==> src/rtl/alu8_flags.sv <==
module alu8_flags #(
  parameter int W = 8
) (
  input  logic         clk,
  input  logic         rst_n,
  input  logic [4:0]   op,
  input  logic [W-1:0] a_in,
  input  logic [W-1:0] m_in,
  output logic [W-1:0] result,
  output logic         res_we,
  output logic         nxt_n,
  output logic         nxt_v,
  output logic         nxt_z,
  output logic         nxt_c,
  output logic         we_n,
  output logic         we_v,
  output logic         we_z,
  output logic         we_c,
  output logic         flag_n,
  output logic         flag_v,
  output logic         flag_z,
  output logic         flag_c,
  output logic         flag_d
);
  localparam int MSB = W - 1;

  typedef enum logic [4:0] {
    OP_ADD = 5'd0, OP_SUB = 5'd1, OP_AND = 5'd2, OP_OR  = 5'd3,
    OP_XOR = 5'd4, OP_BIT = 5'd5, OP_CMP = 5'd6, OP_INC = 5'd7,
    OP_DEC = 5'd8, OP_SHL = 5'd9, OP_SHR = 5'd10, OP_RTL = 5'd11,
    OP_RTR = 5'd12, OP_LD = 5'd13, OP_MOV = 5'd14, OP_SD = 5'd15,
    OP_CD  = 5'd16
  } alu_op_e;

  alu_op_e opc;
  assign opc = alu_op_e'(op);

  logic         sub_sel;
  logic [W-1:0] addend;
  logic [W:0]   sum;
  logic [W:0]   diff;
  logic         nz_from_res;

  assign sub_sel = (op == OP_SUB);
  assign addend  = sub_sel ? ~m_in : m_in;
  assign sum     = {1'b0, a_in} + {1'b0, addend} + {{W{1'b0}}, flag_c};
  assign diff    = {1'b0, a_in} + {1'b0, ~m_in} + {{W{1'b0}}, 1'b1};

  always_comb begin
    result      = '0;
    res_we      = 1'b0;
    nz_from_res = 1'b0;
    nxt_v       = 1'b0;
    nxt_c       = 1'b0;
    nxt_n       = 1'b0;
    nxt_z       = 1'b0;
    we_v        = 1'b0;
    we_c        = 1'b0;
    unique case (opc)
      OP_ADD, OP_SUB: begin
        result = sum[MSB:0];
        res_we = 1'b1;
        nz_from_res = 1'b1;
        nxt_c = sum[W];
        nxt_v = (sum[MSB] ^ a_in[MSB]) & (sum[MSB] ^ addend[MSB]);
        we_c = 1'b1;
        we_v = 1'b1;
      end
      OP_AND: begin result = a_in & m_in; res_we = 1'b1; nz_from_res = 1'b1; end
      OP_OR:  begin result = a_in | m_in; res_we = 1'b1; nz_from_res = 1'b1; end
      OP_XOR: begin result = a_in ^ m_in; res_we = 1'b1; nz_from_res = 1'b1; end
      OP_BIT: begin
        nxt_n = m_in[MSB];
        nxt_v = m_in[MSB-1];
        nxt_z = ~|(a_in & m_in);
        we_v  = 1'b1;
      end
      OP_CMP: begin
        nxt_n = diff[MSB];
        nxt_z = (a_in == m_in);
        nxt_c = diff[W];
        we_c  = 1'b1;
      end
      OP_INC: begin result = a_in + 1'b1; res_we = 1'b1; nz_from_res = 1'b1; end
      OP_DEC: begin result = a_in - 1'b1; res_we = 1'b1; nz_from_res = 1'b1; end
      OP_SHL: begin
        result = {a_in[MSB-1:0], 1'b0}; nxt_c = a_in[MSB];
        res_we = 1'b1; nz_from_res = 1'b1; we_c = 1'b1;
      end
      OP_SHR: begin
        result = {1'b0, a_in[MSB:1]}; nxt_c = a_in[0];
        res_we = 1'b1; nz_from_res = 1'b1; we_c = 1'b1;
      end
      OP_RTL: begin
        result = {a_in[MSB-1:0], flag_c}; nxt_c = a_in[MSB];
        res_we = 1'b1; nz_from_res = 1'b1; we_c = 1'b1;
      end
      OP_RTR: begin
        result = {flag_c, a_in[MSB:1]}; nxt_c = a_in[0];
        res_we = 1'b1; nz_from_res = 1'b1; we_c = 1'b1;
      end
      OP_LD:  begin result = m_in; res_we = 1'b1; nz_from_res = 1'b1; end
      OP_MOV: begin result = m_in; res_we = 1'b1; end
      default: ;
    endcase
    if (nz_from_res) begin
      nxt_n = result[MSB];
      nxt_z = (result == '0);
    end
  end

  assign we_n = nz_from_res | (op == OP_BIT) | (op == OP_CMP);
  assign we_z = we_n;

  always_ff @(posedge clk or negedge rst_n) begin
    if (!rst_n) begin
      flag_n <= 1'b0;
      flag_v <= 1'b0;
      flag_z <= 1'b0;
      flag_c <= 1'b0;
      flag_d <= 1'b0;
    end else begin
      if (we_n) flag_n <= nxt_n;
      if (we_v) flag_v <= nxt_v;
      if (we_z) flag_z <= nxt_z;
      if (we_c) flag_c <= nxt_c;
      if (op == OP_SD) flag_d <= 1'b1;
      else if (op == OP_CD) flag_d <= 1'b0;
    end
  end
endmodule

==> config.mk <==
export PLATFORM = sky130hd
export DESIGN_NAME = alu8_flags
export DESIGN_NICKNAME = d
export VERILOG_FILES = /design/src/rtl/alu8_flags.sv
export SDC_FILE = /design/constraint.sdc
export NUM_CORES = 1
export LEC_CHECK = 0
export ABC_AREA = 1
export CAP_MARGIN = 15
export CELL_PAD_IN_SITES_DETAIL_PLACEMENT = 0
export CELL_PAD_IN_SITES_GLOBAL_PLACEMENT = 1
export CORE_MARGIN = 2
export CORE_UTILIZATION = 30
export CTS_CLUSTER_SIZE = 12
export DETAILED_ROUTE_END_ITERATION = 8
export PLACE_DENSITY = 0.7
export SYNTH_ARGS = -nofsm -noshare
export SYNTH_HDL_FRONTEND = slang
export SYNTH_SLANG_ARGS = --single-unit
==> constraint.sdc <==
create_clock -name clk -period 6 [get_ports clk]
set_input_delay 1.8 -clock clk [delete_from_list [all_inputs] [get_ports clk]]
set_output_delay 1.8 -clock clk [all_outputs]
set_load 0.005 [all_outputs]
==> results.sh <==
export IMPL_run_status="finished with violations"
export IMPL_cp_arrival_ns=4.22
export IMPL_fmax_mhz=166
export IMPL_number_of_synthesized_flops_with_an_enable_pin=0
export IMPL_p_per_area_mw_per_mm2=103
export IMPL_clock_buffers_created_by_tritoncts=3
export IMPL_route_vias_total=3433
export IMPL_yosysWarningCount=0
export IMPL_synth_largest_area_cell="ha_1"
export IMPL_yosys_area_top_type_share=0.189
export IMPL_fin_crit_ns=6.02
export IMPL_die_width_um=94.3
export IMPL_hold_buffers=0
export IMPL_ant_nets=0
export IMPL_synthTopCellsByArea="ha_1 19%, nand2_1 18%, inv_1 13%"
export IMPL_static_leakage_power_uw=0.00252
export IMPL_worst_path_max_fanout=2
export IMPL_cts_sinks=5
export IMPL_clock_latency_reported_for_the_late_side_of_the_worst_skew_pair_ns=0.22
export IMPL_critPathSlowestCell="fa_2"
export IMPL_gp_weighted_congestion=0.954
export IMPL_design_core_area_mm2=0.00781
export IMPL_dp_hpwl_mm=8.06
export IMPL_timing_hold_worst_class="register to register"
export IMPL_initialDrtViolationCount=186
export IMPL_worst_endpoint_required_ns=4.20
export IMPL_grt_first_pass_wirelength_mm=16.9
export IMPL_power_share_sequential=0.104
export IMPL_cts_reportedPaths_clkPinSlew_ns=0.03
export IMPL_drv_slew=0
export IMPL_worst_ir_drop_vdd_mv=0.0576
export IMPL_yosys_most_used_dff="dfrtp_1"
export IMPL_syn_avg_cell_area_um2=5.77
export IMPL_core_rowCount=32
export IMPL_cts_root_buffer="clkbuf_8"
export IMPL_report_final_hold_viol_count=0
export IMPL_fin_cells=713
export IMPL_crit_family="adder cells"
export IMPL_power_net_switching_uw=189
export IMPL_drt_wl_total_mm=10.6
export IMPL_hold_worst_slack_ns=0.509
export IMPL_overflow_left_after_global_routing=0
export IMPL_synth_async_reset_ratio=1.00
export IMPL_number_of_vias_per_cell=4.81
export IMPL_grt_setup_unrepaired="yes"
export IMPL_synth_nets=487
export IMPL_diodes=0
export IMPL_internal_power_uw=266
export IMPL_cp_slowest_stage_delay_ns=0.53
export IMPL_grt_start_max_net_pins=12
export IMPL_maxCapViolCount=0
export IMPL_cts_buffer_depth=2
export IMPL_mostFrequentLayoutCells="134 x buf_4, 104 x nand2_1, 75 x inv_1"
export IMPL_layout_setup_ws_ns=-0.0243
export IMPL_h_tree_depth=1
export IMPL_dieArea_mm2=0.00889
export IMPL_final_common_cell="buf_4"
export IMPL_cts_tree="built"
export IMPL_setup_worst_path_end_class="output pin"
export IMPL_final_setup_viol_count=1
export IMPL_tightest_slew_ns=0.454
export IMPL_detail_route_wl_per_cell_um=14.9
export IMPL_start_util=0.313
export IMPL_nets=675
export IMPL_fin_crit_share=1.00
export IMPL_top_level_ports=45
export IMPL_failed_checks="setup timing"
export IMPL_drcViolationCount=0
export IMPL_grt_antenna_before_repair=0
export IMPL_cp_class="primary input to output pin"
export IMPL_fp_dieH_um=94.3
export IMPL_synthesis_area_mm2=0.00245
export IMPL_post_synth_inst_count=424
export IMPL_grt_use_total=0.245
export IMPL_swShare=0.415
export IMPL_maxSlewHeadroom=0.696
export IMPL_numPortBuffers=44
export IMPL_synth_sequential_area_ratio=0.0512
export IMPL_vias_in_the_first_global_route=3452
export IMPL_worst_setup_path_start_kind="primary input"
export IMPL_drive_above_1_share=0.386
export IMPL_cp_cell_sequence="buf_8 > nor2_4 > nand3_4 > xor2_4 > fa_2 > fa_2 > nor2_1 > a21oi_1 > nand2_1 > nor2_2 > nand2_2 > nor2_4 > nand3_4 > nand2_2 > buf_2"
export IMPL_yosysUniqueCellTypes=38
export IMPL_clock_power_share=0.137
export IMPL_dp_cells=666
export IMPL_total_iterations_of_the_first_detailed_routing_run=5
export IMPL_final_setup_skew_ns=0.00459
export IMPL_ys_seq_elements=5
export IMPL_area_growth_pct=80.6
export IMPL_critPathBufInv=2
export IMPL_power_frac_comb=0.759
-- flip-flops by register name, indices dropped and copies added (netlist names) --
signal and flops:
flag_v 1, flag_d 1, flag_n 1, flag_z 1, flag_c 1
-- synthesized netlist by cell type, drive strengths merged (2+ instances only) --
cell / n
nand3b: 4
fa: 3
nand4: 16
nand3: 53
or2: 5
nor3: 4
nor4: 3
dfrtp: 5
nand2: 120
inv: 88
o211ai: 2
ha: 37
buf: 4
a21oi: 12
nor2: 43
o21ai: 6
xor2: 10
-- through the flow --
step	utilization	TNS, ns	instance area [µm²]	setup slack (ns)	total power (µW)
3_3_place_gp	0.479	-5.73	3740	-0.765	333
5_1_grt	0.566	-0.241	4420	-0.149	493
4_1_cts	0.542	0	4230	0.0122	430
2_1_floorplan	-	0	2450	0.171	173
6_report	0.566	-0.0243	4420	-0.0243	455
3_5_place_dp	0.479	-6.29	3740	-0.833	334
-- repair_timing --
action	in CTS	in global routing
endpoints found under the hold margin	0	0
endpoints found under the setup margin	12	11
setup buffers	44	4
pin swaps	27	29
gates resized for setup	72	60
-- per-layer routing --
metal,GRT usage,vias to the layer above,share of wire
met3,0.0185,25,0.048
li1,-,1725,-
met4,0.0966,0,0.033
met5,0,-,0
met1,0.311,1569,0.45
met2,0.427,114,0.47
-- power groups by stage --
stage | Sequential, µW | Clock (µW) | Combinational, µW
detailed placement | 46.8 | 0 | 287
CTS | 46.5 | 63.9 | 319
global placement | 46.7 | 0 | 286
global route | 47.9 | 66.8 | 378
floorplan | 46.3 | 0 | 127
finish | 47.2 | 62.4 | 346
-- worst paths after layout --
path / start / depth (start not counted) / endpoint / slack [ns]
max reg2reg: flag_c / 28 / flag_z / 1.71
min: flag_d / 1 / flag_d / 0.51
max: op[3] / 15 / nxt_z / -0.02
min reg2reg: flag_d / 1 / flag_d / 0.51
max in group asynchronous: rst_n / 1 / flag_v / 3.97
min in group asynchronous: rst_n / 1 / flag_z / 1.82
-- worst reg2reg max path, delay by kind of cell (launching register included) --
family	cells	cell delay, ns
AOI/OAI and AO/OA	1	0.14
adders and majority gates	2	0.91
and+or+nand+nor	7	0.67
buffers and inverters	18	2.08
DFF	1	0.44
-- cell type report --
type,count,area (µm²)
clock buffer,4,45.0
fill,758,3390
inverter,88,335
multi-input combinational,327,2210
sequential,5,125
tap,102,128
timing repair buffer,187,1570
-- cell families (layout without fill, tap and decap cells) --
kind of cell	Yosys count	count (layout)	synth area share
AOI/OAI and AO/OA	27	27	0.0665
buffers and inverters	92	279	0.149
and+or+nand+nor	250	250	0.484
adders and majority gates	40	40	0.214
DFF	5	5	0.0512
xor gates and xnor gates	10	10	0.0358
No activity file was read; power rests on OpenSTA's default activity.
